### src/rtl/gpio_port_pkg.sv
package gpio_port_pkg;
  localparam int ADDR_W = 2;

  localparam logic [ADDR_W-1:0] ADDR_DIR  = 2'd0;
  localparam logic [ADDR_W-1:0] ADDR_DATA = 2'd1;
  localparam logic [ADDR_W-1:0] ADDR_EN   = 2'd2;
  localparam logic [ADDR_W-1:0] ADDR_PEND = 2'd3;

  typedef struct packed {
    logic wrDir;
    logic wrData;
    logic wrEn;
    logic rdDir;
    logic rdData;
    logic rdEn;
    logic rdPend;
  } strobe_t;
endpackage

### src/rtl/gpio_port_ctrl.sv
module gpio_port_ctrl
  import gpio_port_pkg::*;
(
  input  logic              busSel,
  input  logic              busWrite,
  input  logic [ADDR_W-1:0] busAddr,
  output strobe_t           strb
);
  logic wrAcc;
  logic rdAcc;

  assign wrAcc = busSel & busWrite;
  assign rdAcc = busSel & ~busWrite;

  always_comb begin
    strb        = '0;
    strb.wrDir  = wrAcc & (busAddr == ADDR_DIR);
    strb.wrData = wrAcc & (busAddr == ADDR_DATA);
    strb.wrEn   = wrAcc & (busAddr == ADDR_EN);
    // a write to the pending address decodes to nothing
    strb.rdDir  = rdAcc & (busAddr == ADDR_DIR);
    strb.rdData = rdAcc & (busAddr == ADDR_DATA);
    strb.rdEn   = rdAcc & (busAddr == ADDR_EN);
    strb.rdPend = rdAcc & (busAddr == ADDR_PEND);
  end
endmodule

### src/rtl/gpio_port_sync.sv
module gpio_port_sync #(
  parameter int NUM_LINES = 9,
  parameter int STAGES    = 2
) (
  input  logic                 clk,
  input  logic                 rstN,
  input  logic [NUM_LINES-1:0] asyncIn,
  output logic [NUM_LINES-1:0] syncOut
);
  logic [STAGES-1:0][NUM_LINES-1:0] stageQ;

  for (genvar s = 0; s < STAGES; s++) begin : g_stage
    if (s == 0) begin : g_first
      always_ff @(posedge clk) begin
        if (!rstN) stageQ[s] <= '0;
        else       stageQ[s] <= asyncIn;
      end
    end else begin : g_next
      always_ff @(posedge clk) begin
        if (!rstN) stageQ[s] <= '0;
        else       stageQ[s] <= stageQ[s-1];
      end
    end
  end

  assign syncOut = stageQ[STAGES-1];
endmodule

### src/rtl/gpio_port_dp.sv
module gpio_port_dp
  import gpio_port_pkg::*;
#(
  parameter int NUM_LINES = 9
) (
  input  logic                 clk,
  input  logic                 rstN,
  input  strobe_t              strb,
  input  logic [NUM_LINES-1:0] wdata,
  input  logic [NUM_LINES-1:0] syncPins,
  output logic [NUM_LINES-1:0] rdata,
  output logic [NUM_LINES-1:0] pinOut,
  output logic [NUM_LINES-1:0] dirQ,
  output logic [NUM_LINES-1:0] enQ,
  output logic [NUM_LINES-1:0] pendQ,
  output logic [NUM_LINES-1:0] chgMask
);
  logic [NUM_LINES-1:0] outQ;
  logic [NUM_LINES-1:0] prevQ;
  logic [NUM_LINES-1:0] pendNext;
  logic [NUM_LINES-1:0] dataView;
  logic [NUM_LINES-1:0] rdMux;
  logic                 rdAny;

  // change detect on eligible lines only
  assign chgMask  = (syncPins ^ prevQ) & enQ & ~dirQ;
  assign pendNext = (strb.rdPend ? '0 : pendQ) | chgMask;
  assign dataView = (syncPins & ~dirQ) | (outQ & dirQ);
  assign rdAny    = strb.rdDir | strb.rdData | strb.rdEn | strb.rdPend;

  always_comb begin
    rdMux = '0;
    if (strb.rdDir)  rdMux = dirQ;
    if (strb.rdData) rdMux = dataView;
    if (strb.rdEn)   rdMux = enQ;
    if (strb.rdPend) rdMux = pendQ;
  end

  always_ff @(posedge clk) begin
    if (!rstN) begin
      dirQ  <= '0;
      outQ  <= '0;
      enQ   <= '0;
      pendQ <= '0;
      prevQ <= '0;
      rdata <= '0;
    end else begin
      prevQ <= syncPins;
      pendQ <= pendNext;
      if (strb.wrDir)  dirQ <= wdata;
      if (strb.wrData) outQ <= wdata;
      if (strb.wrEn)   enQ  <= wdata;
      if (rdAny)       rdata <= rdMux;
    end
  end

  assign pinOut = outQ;
endmodule

### src/rtl/gpio_change_port.sv
module gpio_change_port
  import gpio_port_pkg::*;
#(
  parameter int NUM_LINES   = 9,
  parameter int SYNC_STAGES = 2
) (
  input  logic                 clk,
  input  logic                 rstN,
  input  logic                 busSel,
  input  logic                 busWrite,
  input  logic [ADDR_W-1:0]    busAddr,
  input  logic [NUM_LINES-1:0] busWdata,
  output logic [NUM_LINES-1:0] busRdata,
  input  logic [NUM_LINES-1:0] pinIn,
  output logic [NUM_LINES-1:0] pinOut,
  output logic [NUM_LINES-1:0] pinOe,
  output logic                 irq
);
  strobe_t              strb;
  logic [NUM_LINES-1:0] syncPins;
  logic [NUM_LINES-1:0] dirQ;
  logic [NUM_LINES-1:0] enQ;
  logic [NUM_LINES-1:0] pendQ;
  logic [NUM_LINES-1:0] chgMask;

  gpio_port_ctrl u_ctrl (
    .busSel  (busSel),
    .busWrite(busWrite),
    .busAddr (busAddr),
    .strb    (strb)
  );

  gpio_port_sync #(.NUM_LINES(NUM_LINES), .STAGES(SYNC_STAGES)) u_sync (
    .clk    (clk),
    .rstN   (rstN),
    .asyncIn(pinIn),
    .syncOut(syncPins)
  );

  gpio_port_dp #(.NUM_LINES(NUM_LINES)) u_dp (
    .clk     (clk),
    .rstN    (rstN),
    .strb    (strb),
    .wdata   (busWdata),
    .syncPins(syncPins),
    .rdata   (busRdata),
    .pinOut  (pinOut),
    .dirQ    (dirQ),
    .enQ     (enQ),
    .pendQ   (pendQ),
    .chgMask (chgMask)
  );

  assign pinOe = dirQ;
  assign irq   = |pendQ;
endmodule

### config.mk
export PLATFORM = sky130hd
export DESIGN_NAME = gpio_change_port
export DESIGN_NICKNAME = d
export VERILOG_FILES = /design/src/rtl/gpio_port_pkg.sv /design/src/rtl/gpio_port_ctrl.sv /design/src/rtl/gpio_port_sync.sv /design/src/rtl/gpio_port_dp.sv /design/src/rtl/gpio_change_port.sv
export SDC_FILE = /design/constraint.sdc
export NUM_CORES = 1
export LEC_CHECK = 0
export ABC_AREA = 1
export BUFFER_PORTS_ARGS = -buffer_cell sky130_fd_sc_hd__buf_2
export CORE_MARGIN = 10
export CORE_UTILIZATION = 30
export DETAILED_ROUTE_END_ITERATION = 16
export HOLD_SLACK_MARGIN = 0.03
export PLACE_DENSITY = 0.51
export SLEW_MARGIN = 5
export SYNTH_ARGS = -nofsm -noshare
export SYNTH_HDL_FRONTEND = slang
export SYNTH_SLANG_ARGS = --single-unit
export TNS_END_PERCENT = 100
### constraint.sdc
create_clock -name clk -period 1.1 [get_ports clk]
set_input_delay 0.22 -clock clk [delete_from_list [all_inputs] [get_ports clk]]
set_output_delay 0.22 -clock clk [all_outputs]
set_load 0.01 [all_outputs]
==> results of run 1 <==
[synth_stat cells, drive strengths merged]
| master | n |
|---|---|
| o211ai | 4 |
| inv | 53 |
| nand4 | 12 |
| nand2 | 98 |
| nor2 | 54 |
| dfxtp | 72 |
| nand3 | 14 |
| clkbuf | 6 |
| or2 | 9 |
| o21ai | 37 |
| buf | 5 |
| a21oi | 24 |
| nor4 | 1 |
| nor3 | 3 |
[worst max-delay path by stage]
| stage | slack [ns] | endpoint | depth (start not counted) | start |
|---|---|---|---|---|
| 6_report | -0.32 | irq | 3 | u_dp.pendQ[2]$_SDFF_PN0_ |
| 4_1_cts | -0.34 | irq | 3 | u_dp.pendQ[2]$_SDFF_PN0_ |
| 2_1_floorplan | 0.14 | u_dp.rdata[2]$_SDFFE_PN0P_ | 6 | busSel |
| 5_1_grt | -0.37 | irq | 3 | u_dp.pendQ[2]$_SDFF_PN0_ |
| 3_3_place_gp | -0.16 | u_dp.enQ[1]$_SDFFE_PN0P_ | 7 | busWrite |
| 3_5_place_dp | -0.16 | u_dp.enQ[6]$_SDFFE_PN0P_ | 7 | busWrite |
[power groups by stage]
| stage | clock network, W | logic, W | registers [W] |
|---|---|---|---|
| 2_1_floorplan | 0 | 0.000234 | 0.00281 |
| 3_3_place_gp | 0 | 0.000462 | 0.00281 |
| 3_5_place_dp | 0 | 0.000465 | 0.00281 |
| 4_1_cts | 0.00241 | 0.000469 | 0.00275 |
| 5_1_grt | 0.00252 | 0.000533 | 0.00276 |
| 6_report | 0.00232 | 0.000468 | 0.00275 |
[sequential cells by signal, summed over array words and instances, names as in the netlist]
signal          flops
u_dp.rdata          9
u_dp.prevQ          9
u_dp.pinOut         9
u_dp.pendQ          9
u_dp.enQ            9
u_dp.dirQ           9
u_sync.stageQ       9
u_sync.syncOut      9
[layer usage]
metal,wire (um),GRT usage (%)
met5,0,0
met4,99,3.79
met3,366,3.45
met2,3400,17.9
met1,3690,14.1
[stage by stage]
step                worst slack, ns  hold WS (ns)  area (sq um)  util [%]
floorplan                     0.139         0.318          2870         -
global placement             -0.158         0.397          3420      36.9
detailed placement           -0.165         0.397          3420      36.9
CTS                          -0.343        0.0337          3670      39.6
global route                 -0.367        0.0388          3720      40.0
finish                       -0.320        0.0579          3720      40.0
[layout make-up]
cell class                      instances  area share (%)
Clock buffer                           11            3.80
Clock inverter                          5            2.15
Inverter                               53            5.35
Multi-Input combinational cell        256            32.1
Sequential cell                        72            39.7
Tap cell                              129            4.34
Timing Repair Buffer                   72            12.6
[kinds of logic after synthesis]
family          count (synthesis)  synth area share [%]
simple gates                  191                  29.2
flops                          72                  50.2
compound gates                 65                  11.7
buf+inv                        64                  8.89
[critical path, stage by stage, from the launching register on]
cell and delay (ns):
dfxtp_2 0.34, nor4_4 0.26, nand3_1 0.12, buf_2 0.16
[repair_timing]
item	4_1_cts	5_1_grt
resized for setup	12	15
pin swaps	2	4
setup endpoints to repair	8	14
buffers inserted	1	2
==> results.yml, run 1 <==
timing:
  fmax_ghz: 0.704
  finalSetupTns_ns: -0.320
  period_minus_slack_ns: 1.42
  final-hold-violation-count: 0
  worst_pin_slew_ns: 0.469
  rsz0062_at_grt: "true"
  setup_slack_ns: -0.320
  drv_slew: 0
  setup_violations: 1
  fin_skew_ns: 0.00398
  slew_headroom_pct: 68.7
  min_period_over_period_pct: 129
run_status:
  violations: "setup timing"
  status: "complete, but fails checks"
cts:
  root_buffer: "clkbuf_8"
  hold_buffers: 0
  clk_latency_ns: 0.34
  numCtsBuffers: 9
  cts.path.max_buffers: 2
  h-tree-depth: 3
  cts_sinks: 72
  cts_tree: "built"
  clkSlewWorstSetupHoldPaths_ns: 0.08
critical_path:
  cp-start-kind: "flop"
  path_max_fanout: 2
  arrival_ns: 1.20
  cp.required_ns: 0.88
  r2r_end: "u_dp.rdata[8]$_SDFFE_PN0P_"
  reg2reg_from: "u_dp.dirQ[8]$_SDFFE_PN0P_"
  crit_type: "flop to primary output"
  rr_worst_depth: 8
  endpoint_kind: "primary output"
  reg2reg_setup_slack_ns: 0.07
hold_path:
  hold_path_class: "input port to flop"
  holdPathEnd: "u_sync.stageQ[5]$_SDFF_PN0_"
  hold_start: "pinIn[5]"
  hold_path_depth: 3
placed_design:
  place_inst: 580
  port_buffers: 51
  gp_congestion: 0.798
  place_hpwl_mm: 5.85
yosys:
  ys_seq_area_share_pct: 50.2
  synth_top_area_share_pct: 50.2
  yosysTopAreaCell: "dfxtp_1"
  synthCells: 392
  synth.distinct_cells: 20
  synthTopCellsByArea: "dfxtp_1 (50%), nand2_1 (12%), inv_1 (6.5%)"
  syn_area_per_cell_sq_um: 7.32
  synth_area_sq_um: 2870
  synth_warnings: 0
  synth.net_count: 416
  yosys_register_bits: 72
global_routing:
  grt_pass1_wl_mm: 12.8
  grt_max_degree: 24
  grt_pass1_vias: 2540
  grt.overflow.total: 0
  grt_use_total_pct: 11.3
  antenna_found_initial: 0
layout:
  antennaDiodeCount: 0
  multiInputGateArea_sq_um: 1190
  most-common-layout-cells: "nand2_1 (93), dfxtp_1 (56), buf_2 (50), nor2_1 (48), inv_1 (48)"
  nNetsFinal: 488
  final_layout_size_suffix_gt1_share_pct: 27.5
  nFillCells: 1014
  syn2layout_area_growth_pct: 29.5
  final_common_cell: "nand2_1"
  seq_area_sq_um: 1470
  instances_no_fill: 598
detailed_routing:
  wire_per_inst_um: 12.6
  vias: 2550
  routed_via_density: 4.26
  drt_iter0_markers: 148
  antenna_left: 0
  drc: 0
  wirelength_mm: 7.56
  first_pass_iters: 4
die:
  die_area_sq_um: 13900
  start_util_pct: 30.9
  pin_count: 52
  die_h_um: 118
  dieWidth_um: 118
  core-area_sq_um: 9280
  num_rows: 35
power:
  ir_drop_v: 0.000608
  p_leak_nw: 1.80
  switching_share_pct: 23.7
  p_switching_w: 0.00131
  pwr_density_cell_nw_per_um2: 1490
  combPwrFrac_pct: 8.5
  seqPwrFrac_pct: 49.6
  power_w: 0.00553
  clkPwrFrac_pct: 41.9
  p_int_w: 0.00422
job:
  maxCapViolations: 0
No activity file was read; power rests on OpenSTA's default activity.
==> run 2: changes to the inputs <==
--- a/config.mk
+++ b/config.mk
@@ -7,11 +7,11 @@
 export LEC_CHECK = 0
 export ABC_AREA = 1
 export BUFFER_PORTS_ARGS = -buffer_cell sky130_fd_sc_hd__buf_2
-export CORE_MARGIN = 10
+export CORE_MARGIN = 3
 export CORE_UTILIZATION = 30
 export DETAILED_ROUTE_END_ITERATION = 16
 export HOLD_SLACK_MARGIN = 0.03
-export PLACE_DENSITY = 0.51
+export PLACE_DENSITY_LB_ADDON = 0.08
 export SLEW_MARGIN = 5
 export SYNTH_ARGS = -nofsm -noshare
 export SYNTH_HDL_FRONTEND = slang
==> results.yml, run 2 (synthesis results as in run 1) <==
layout:
  most-common-layout-cells: "nand2_1 (90), dfxtp_1 (56), inv_1 (49), buf_2 (49), nor2_1 (48)"
  utilization_pct: 40.3
  final_layout_size_suffix_gt1_share_pct: 28.6
  syn2layout_area_growth_pct: 30.3
  final_common_cell: "nand2_1"
  final_area_sq_um: 3740
  seq_area_sq_um: 1470
  multiInputGateArea_sq_um: 1200
  nNetsFinal: 492
  nFillCells: 1006
  antennaDiodeCount: 0
  instances_no_fill: 601
detailed_routing:
  vias: 2551
  first_pass_iters: 4
  wirelength_mm: 7.64
  drt_iter0_markers: 113
  drc: 0
  antenna_left: 0
  wire_per_inst_um: 12.7
  routed_via_density: 4.24
power:
  p_switching_w: 0.00134
  clkPwrFrac_pct: 41.3
  ir_drop_v: 0.000706
  p_int_w: 0.00415
  switching_share_pct: 24.4
  pwr_density_cell_nw_per_um2: 1470
  combPwrFrac_pct: 8.7
  p_leak_nw: 1.81
  seqPwrFrac_pct: 50.1
global_routing:
  use_met2_pct: 21.8
  use_met1_pct: 20.2
  grt_max_degree: 35
  grt_use_total_pct: 14.4
  grt_pass1_vias: 2422
  antenna_found_initial: 0
  gr-usage-met3_pct: 3.05
  busiest_layer: "met2"
  grt.overflow.total: 0
  grt_pass1_wl_mm: 12.2
cts:
  cts_sinks: 72
  clk_latency_ns: 0.34
  h-tree-depth: 3
  numCtsBuffers: 9
  hold_buffers: 0
  cts.path.max_buffers: 2
  cts_tree: "built"
  root_buffer: "clkbuf_8"
  clkSlewWorstSetupHoldPaths_ns: 0.08
timing:
  setup_violations: 2
  setup_slack_ns: -0.316
  finalSetupTns_ns: -0.339
  period_minus_slack_ns: 1.42
  drv_slew: 0
  worst_pin_slew_ns: 0.458
  min_period_over_period_pct: 129
  rsz0062_at_grt: "true"
  fin_skew_ns: 0.00473
  final-hold-violation-count: 0
  fmax_ghz: 0.706
  whs_ns: 0.0513
  slew_headroom_pct: 69.5
die:
  num_rows: 35
  die_area_sq_um: 10800
  pin_count: 52
  core-area_sq_um: 9280
  start_util_pct: 30.9
  dieWidth_um: 104
  die_h_um: 104
placed_design:
  place_hpwl_mm: 5.53
  place_inst: 585
  placed_area_sq_um: 3450
  gp_congestion: 0.742
  port_buffers: 51
critical_path:
  path_max_fanout: 2
  arrival_ns: 1.20
  cp.required_ns: 0.88
  cp-start-kind: "flop"
  endpoint_kind: "primary output"
  crit_type: "flop to primary output"
hold_path:
  hold_path_class: "input port to flop"
run_status:
  status: "complete, but fails checks"
  violations: "setup timing"
job:
  maxCapViolations: 0
## run 2: cell types whose count changed in the layout (fill, tap and decap cells not counted), moves of 2 or more
| cell | before | now |
|---|---|---|
| buf_4 | 17 | 20 |
| buf_6 | 1 | 4 |
| dfxtp_2 | 11 | 13 |
| dfxtp_4 | 5 | 3 |
| inv_2 | 5 | 3 |
| nand2_1 | 93 | 90 |
| nand2_2 | 5 | 8 |
| o21ai_0 | 37 | 35 |
| o21ai_1 | 0 | 2 |
## run 2: timing repair
action / in CTS / in global routing
setup endpoints to repair: 8 / 13
setup buffers: 1 / 2
pin swaps: 2 / 3
gates resized for setup: 12 / 21
## run 2: area by class of cell
class | count | area share (%)
well taps | 129 | 4.32
multi-input cells | 256 | 32.1
clock buffers | 9 | 3.31
repair buffers | 76 | 13.4
clock inverters | 6 | 2.28
flip-flops and latches | 72 | 39.3
inverters | 53 | 5.39
## run 2: power groups by stage
stage               Sequential, W  Clock (W)  Combinational [W]
finish                    0.00275    0.00227           0.000477
global route              0.00276    0.00242           0.000542
floorplan                 0.00281          0           0.000234
global placement          0.00281          0           0.000465
CTS                       0.00275    0.00233           0.000473
detailed placement        0.00281          0           0.000470
## run 2: worst max-delay path, stage by stage, from the launching register on
cell	delay (ns)
dfxtp_2	0.33
nor4_4	0.26
nand3_1	0.11
buf_2	0.15
## run 2: metrics by stage
step / setup WS [ns] / total power [W]
2_1_floorplan: 0.139 / 0.00305
3_3_place_gp: -0.269 / 0.00328
3_5_place_dp: -0.267 / 0.00328
4_1_cts: -0.346 / 0.00555
5_1_grt: -0.393 / 0.00572
6_report: -0.316 / 0.00550
## run 2: worst paths after layout
kind / start / end / slack, ns / cells past startpoint
max: u_dp.pendQ[2]$_SDFF_PN0_ / irq / -0.32 / 3
min: pinIn[7] / u_sync.stageQ[7]$_SDFF_PN0_ / 0.05 / 3
max reg2reg: u_dp.dirQ[0]$_SDFFE_PN0P_ / u_dp.rdata[0]$_SDFFE_PN0P_ / 0.06 / 8
min reg2reg: u_sync.stageQ[5]$_SDFF_PN0_ / u_sync.syncOut[5]$_SDFF_PN0_ / 0.41 / 2
## run 2: metal layers
layer / part of all wire (%) / vias to the layer above
li1: - / 1392
met1: 52 / 1100
met3: 4.5 / 10
met2: 43 / 49
met4: 1.3 / 0
met5: 0 / -
